[src/rtl/rs_pkg.sv]
package rs_pkg;

    localparam int NSLOT  = 4;
    localparam int TAG_W  = 4;
    localparam int DATA_W = 16;
    localparam int OP_W   = 4;
    localparam int SEQ_W  = 6;
    localparam int IDX_W  = $clog2(NSLOT);

    typedef logic [TAG_W-1:0]  tag_t;
    typedef logic [DATA_W-1:0] data_t;
    typedef logic [OP_W-1:0]   op_t;
    typedef logic [SEQ_W-1:0]  seq_t;

    typedef struct packed {
        logic  rdy;
        tag_t  tag;
        data_t val;
    } src_t;

    typedef struct packed {
        logic  valid;
        op_t   op;
        tag_t  dtag;
        seq_t  seq;
        src_t  sa;
        src_t  sb;
    } entry_t;

    // a is older than b under modular sequence ordering
    function automatic logic seq_older(seq_t a, seq_t b);
        seq_t d;
        d = a - b;
        return d[SEQ_W-1];
    endfunction

    // capture a broadcast result into a waiting source
    function automatic src_t snoop(src_t s, logic bv, tag_t bt, data_t bd);
        src_t r;
        r = s;
        if (bv && !s.rdy && (s.tag == bt)) begin
            r.rdy = 1'b1;
            r.val = bd;
        end
        return r;
    endfunction

endpackage

[src/rtl/rs_slot.sv]
module rs_slot
    import rs_pkg::*;
(
    input  logic   clk,
    input  logic   rst,
    input  logic   wr_en,
    input  entry_t wr_entry,
    input  logic   clr,
    input  logic   bc_valid,
    input  tag_t   bc_tag,
    input  data_t  bc_val,
    input  logic   flush_valid,
    input  seq_t   flush_seq,
    output entry_t q,
    output logic   ready
);

    entry_t nxt;

    always_comb begin
        nxt = q;
        if (clr)   nxt.valid = 1'b0;
        if (wr_en) nxt = wr_entry;
        nxt.sa = snoop(nxt.sa, bc_valid, bc_tag, bc_val);
        nxt.sb = snoop(nxt.sb, bc_valid, bc_tag, bc_val);
        if (flush_valid && seq_older(flush_seq, nxt.seq)) nxt.valid = 1'b0;
    end

    always_ff @(posedge clk) begin
        if (rst) q <= '0;
        else     q <= nxt;
    end

    assign ready = q.valid && q.sa.rdy && q.sb.rdy;

endmodule

[src/rtl/rs_age_pick.sv]
module rs_age_pick
    import rs_pkg::*;
(
    input  logic [NSLOT-1:0] req,
    input  seq_t             seqs [NSLOT],
    output logic [NSLOT-1:0] gnt
);

    for (genvar i = 0; i < NSLOT; i++) begin : g_cmp
        always_comb begin
            logic win;
            win = req[i];
            for (int j = 0; j < NSLOT; j++) begin
                if (j != i && req[j] && !seq_older(seqs[i], seqs[j])) win = 1'b0;
            end
            gnt[i] = win;
        end
    end

endmodule

[src/rtl/rs_free_pick.sv]
module rs_free_pick
    import rs_pkg::*;
(
    input  logic [NSLOT-1:0] avail,
    output logic [NSLOT-1:0] sel
);

    always_comb begin
        logic found;
        found = 1'b0;
        sel   = '0;
        for (int i = 0; i < NSLOT; i++) begin
            if (avail[i] && !found) begin
                sel[i] = 1'b1;
                found  = 1'b1;
            end
        end
    end

endmodule

[src/rtl/rs_station.sv]
module rs_station
    import rs_pkg::*;
(
    input  logic              clk,
    input  logic              rst,
    input  logic              disp_valid,
    input  logic [OP_W-1:0]   disp_op,
    input  logic [TAG_W-1:0]  disp_dtag,
    input  logic [SEQ_W-1:0]  disp_seq,
    input  logic              disp_a_rdy,
    input  logic [TAG_W-1:0]  disp_a_tag,
    input  logic [DATA_W-1:0] disp_a_val,
    input  logic              disp_b_rdy,
    input  logic [TAG_W-1:0]  disp_b_tag,
    input  logic [DATA_W-1:0] disp_b_val,
    output logic              disp_stall,
    input  logic              bc_valid,
    input  logic [TAG_W-1:0]  bc_tag,
    input  logic [DATA_W-1:0] bc_val,
    input  logic              flush_valid,
    input  logic [SEQ_W-1:0]  flush_seq,
    input  logic              fu_free,
    output logic              iss_valid,
    output logic [OP_W-1:0]   iss_op,
    output logic [TAG_W-1:0]  iss_dtag,
    output logic [SEQ_W-1:0]  iss_seq,
    output logic [DATA_W-1:0] iss_a,
    output logic [DATA_W-1:0] iss_b
);

    entry_t           slots    [NSLOT];
    seq_t             slot_seq [NSLOT];
    logic [NSLOT-1:0] slot_valid;
    logic [NSLOT-1:0] slot_rdy;
    logic [NSLOT-1:0] oldest;
    logic [NSLOT-1:0] grant;
    logic [NSLOT-1:0] wr_sel;
    logic             disp_fire;
    entry_t           incoming;

    always_comb begin
        incoming.valid  = 1'b1;
        incoming.op     = disp_op;
        incoming.dtag   = disp_dtag;
        incoming.seq    = disp_seq;
        incoming.sa.rdy = disp_a_rdy;
        incoming.sa.tag = disp_a_tag;
        incoming.sa.val = disp_a_rdy ? disp_a_val : '0;
        incoming.sb.rdy = disp_b_rdy;
        incoming.sb.tag = disp_b_tag;
        incoming.sb.val = disp_b_rdy ? disp_b_val : '0;
    end

    for (genvar i = 0; i < NSLOT; i++) begin : g_slot
        rs_slot slot_i (
            .clk        (clk),
            .rst        (rst),
            .wr_en      (disp_fire && wr_sel[i]),
            .wr_entry   (incoming),
            .clr        (grant[i]),
            .bc_valid   (bc_valid),
            .bc_tag     (bc_tag),
            .bc_val     (bc_val),
            .flush_valid(flush_valid),
            .flush_seq  (flush_seq),
            .q          (slots[i]),
            .ready      (slot_rdy[i])
        );
        assign slot_valid[i] = slots[i].valid;
        assign slot_seq[i]   = slots[i].seq;
    end

    rs_age_pick age_i (
        .req (slot_rdy),
        .seqs(slot_seq),
        .gnt (oldest)
    );

    assign grant     = fu_free ? oldest : '0;
    assign iss_valid = |grant;
    assign disp_stall = (&slot_valid) && !iss_valid;
    assign disp_fire  = disp_valid && !disp_stall;

    rs_free_pick free_i (
        .avail(~slot_valid | grant),
        .sel  (wr_sel)
    );

    always_comb begin
        iss_op   = '0;
        iss_dtag = '0;
        iss_seq  = '0;
        iss_a    = '0;
        iss_b    = '0;
        for (int i = 0; i < NSLOT; i++) begin
            if (grant[i]) begin
                iss_op   = slots[i].op;
                iss_dtag = slots[i].dtag;
                iss_seq  = slots[i].seq;
                iss_a    = slots[i].sa.val;
                iss_b    = slots[i].sb.val;
            end
        end
    end

endmodule

[config.mk]
export PLATFORM = sky130hd
export DESIGN_NAME = rs_station
export DESIGN_NICKNAME = d
export VERILOG_FILES = /design/src/rtl/rs_pkg.sv /design/src/rtl/rs_slot.sv /design/src/rtl/rs_age_pick.sv /design/src/rtl/rs_free_pick.sv /design/src/rtl/rs_station.sv
export SDC_FILE = /design/constraint.sdc
export NUM_CORES = 1
export LEC_CHECK = 0
export ABC_AREA = 1
export CAP_MARGIN = 25
export CORE_AREA = 2 2 177 179
export DETAILED_ROUTE_END_ITERATION = 6
export DIE_AREA = 0 0 179 181
export GPL_TIMING_DRIVEN = 0
export PLACE_DENSITY = 0.79
export RECOVER_POWER = 100
export SYNTH_ARGS = -nofsm -noshare
export SYNTH_HDL_FRONTEND = slang
export SYNTH_SLANG_ARGS = --single-unit
[constraint.sdc]
create_clock -name clk -period 4.6 [get_ports clk]
set_clock_uncertainty 0.05 [all_clocks]
set_input_delay 1.15 -clock clk [delete_from_list [all_inputs] [get_ports clk]]
set_output_delay 1.15 -clock clk [all_outputs]
set_load 0.005 [all_outputs]
==> impl_metrics.py <==
metrics = {
    "status": {
        "outcome": "complete, no violations",
    },
    "min_path": {
        "min_to": "g_slot[0].slot_i.q[55]",
        "hold_depth": 2,
        "min-delay-start": "g_slot[0].slot_i.q[55]",
        "holdCritPathClass": "flop to flop",
    },
    "routing": {
        "initialDrtViolationCount": 2090,
        "drc": 0,
        "postRouteWirelength_um": 63100,
        "dr.pass1.iters": 6,
        "avgRoutedWirePerCell_um": 21.0,
        "num_vias": 18000,
        "drt-vias-per-instance": 6.00,
        "ant_nets": 0,
    },
    "clock_tree": {
        "clk_pin_slew_ns": 0.06,
        "cts_tree": "done",
        "cts_max_path_buffers": 3,
        "numCtsBuffers": 26,
        "insertion_delay_ns": 0.56,
        "cts.sinks": 228,
        "cts-root-buf": "clkbuf_16",
        "htree_levels": 1,
        "postCtsHoldBufs": 0,
    },
    "floorplanning": {
        "dieHeight_um": 181,
        "initial_core_util_pct": 49.9,
        "dieArea_um2": 32400,
        "core_um2": 30300,
        "ios": 136,
        "rows": 64,
        "dieWidth_um": 179,
    },
    "sta": {
        "worst_pin_slew_ns": 0.969,
        "setup_violations": 0,
        "slew_viol_final": 0,
        "setup_tns_ns": 0,
        "hold_viol": 0,
        "max_freq_mhz": 220,
        "fin_crit_sh_pct": 98.8,
        "worst_slack_ns": 0.0541,
        "maxSlewHeadroom_pct": 35.4,
        "fin_crit_ns": 4.55,
    },
    "cells_and_area": {
        "antennaDiodeCount": 0,
        "final_area_um2": 18400,
        "syn_to_final_growth_pct": 21.8,
        "top_register": "g_slot.slot_i.q",
        "drive_gt1_share_pct": 10.8,
        "final_util_pct": 60.7,
        "reg_top3": "g_slot.slot_i.q (228)",
        "largest_register_ffs": 228,
        "layout.nets": 2739,
    },
    "worst_setup_path": {
        "cp-end-kind": "output port",
        "timing.rr.end": "g_slot[0].slot_i.q[56]",
        "path_class": "flop to output port",
        "crit_path_start_kind": "flop",
        "crit_path_max_fanout": 10,
        "rrSetupSlack_ns": 0.22,
        "r2r_cells": 28,
        "required_ns": 3.40,
        "crit_arrival_ns": 3.35,
        "r2r-start": "g_slot[3].slot_i.q[45]",
    },
    "power_and_ir_drop": {
        "power_density_nw_per_um2": 287,
        "p_leak_nw": 8.31,
        "ir_worst_vdd_v": 0.000259,
    },
    "synth": {
        "async_reset_ff_share_pct": 0,
        "synth_cell_type_count": 35,
        "ys_warn_count": 0,
        "yosysMostFrequentCell": "nand2_1",
        "syn_nets": 2564,
        "synthTopCellsByArea": "dfxtp_1, nand2_1, nand4_1",
        "syn_inst": 2412,
        "yosysTopAreaCellShare_pct": 30.2,
        "syn-cell-area_um2": 15100,
        "synth_edf_count": 0,
        "syn_avg_cell_area_um2": 6.27,
        "ys_ff_latch": 228,
        "yosys.area.top_type": "dfxtp_1",
        "synthFlopType": "dfxtp_1",
        "ys_top_cells_by_count": "nand2_1, dfxtp_1, a21oi_1",
        "yosysSeqAreaShare_pct": 30.2,
    },
    "global_route": {
        "grt_start_max_net_pins": 14,
        "grt_use_total_pct": 38.2,
        "overflow": 0,
        "grt_pass1_wl_um": 95400,
        "antenna_found_initial": 0,
        "grt_pass1_vias": 16900,
    },
    "placement": {
        "place_ws_ns": -1.36,
        "placed_area_um2": 17000,
        "place_congestion": 0.993,
        "portBuffers": 132,
        "dp_hpwl_um": 47400,
    },
    "flow_run": {
        "maxCapViolations": 0,
    },
}
## layout make-up
type | instances | area, um^2
Buffer | 157 | 1000
Clock buffer | 37 | 722
Clock inverter | 11 | 119
Fill cell | 2898 | 11900
Inverter | 178 | 679
Multi-Input combinational cell | 1845 | 9400
Sequential cell | 228 | 4600
Tap cell | 396 | 495
Timing Repair Buffer | 151 | 1420
## worst max-delay path, cell delays in order (launching register included)
cell and delay (ns):
dfxtp_2 0.38, inv_2 0.08, ha_1 0.29, nand2_1 0.11, nor2_2 0.14, nand2_1 0.08
nand3_1 0.07, nand2_1 0.05, nand3_1 0.09, nand2_1 0.10, nor2_4 0.18, clkbuf_16 0.18
buf_4 0.11, clkbuf_16 0.15, nand2_1 0.05, nand2_1 0.13, a22oi_1 0.10, o21ai_0 0.22
dlygate4sd2_1 0.28
## cell families after synthesis
logic type / synth area share (%)
DFF: 30.2
buffers and inverters: 9.38
xor gates and xnor gates: 0.232
AOI/OAI and AO/OA: 12.8
and+or+nand+nor: 42.1
adders and majority gates: 5.29
## worst max path at each step
stage          depth (start not counted)                    from  slack [ns]           to
3_5_place_dp                          11                 fu_free       -1.36   iss_seq[5]
5_1_grt                               18  g_slot[3].slot_i.q[46]      -0.004  iss_dtag[0]
2_1_floorplan                          9                 fu_free        0.64     iss_a[0]
4_1_cts                               17  g_slot[3].slot_i.q[45]       -0.07     iss_b[9]
6_report                              18  g_slot[3].slot_i.q[45]        0.05    iss_b[14]
3_3_place_gp                          11                 fu_free       -1.35   iss_seq[5]
## per-layer routing
layer	part of all wire, %	vias up	global-route usage, %
li1	-	8380	-
met5	0	-	0
met1	39	8308	48.9
met3	11	213	7.18
met4	6.1	0	21.7
met2	44	1121	60.0
## where the power goes
group	leakage (nW)	internal (mW)	switching [mW]	total (mW)
Sequential	1.86	2.06	0.0521	2.11
Clock	0.414	1.21	0.927	2.13
Combinational	6.03	0.326	0.725	1.05
## repair_timing
action / CTS / global route
endpoints found under the hold margin: 0 / 0
buffers inserted: 10 / 9
setup endpoints to repair: 51 / 51
pin swaps: 18 / 14
gates resized for setup: 192 / 76
## metrics by stage
stage	hold slack [ns]	cells	power (mW)
after floorplan	0.390	2412	2.77
after global placement	0.401	2940	3.12
after detailed placement	0.406	2940	3.14
after CTS	0.415	2998	5.24
after global routing	0.439	3003	5.45
final	0.415	3003	5.30
## cell usage in the layout (no fill, tap or decap), types with 31 or more instances in the layout
| cell | synthesis | routed |
|---|---|---|
| clkbuf_1 | 94 | 74 |
| clkdlybuf4s50_1 | 0 | 84 |
| nand4_1 | 178 | 178 |
| ha_1 | 64 | 57 |
| a22oi_1 | 38 | 31 |
| nand3_1 | 198 | 197 |
| dfxtp_1 | 228 | 214 |
| clkbuf_16 | 0 | 32 |
| dlygate4sd2_1 | 0 | 34 |
| buf_2 | 37 | 35 |
| inv_1 | 161 | 151 |
| nor2_1 | 135 | 129 |
| o21ai_0 | 78 | 46 |
| a21oi_1 | 204 | 199 |
| nand2_1 | 852 | 840 |
Note: power is estimated with default switching activity, not from simulation.
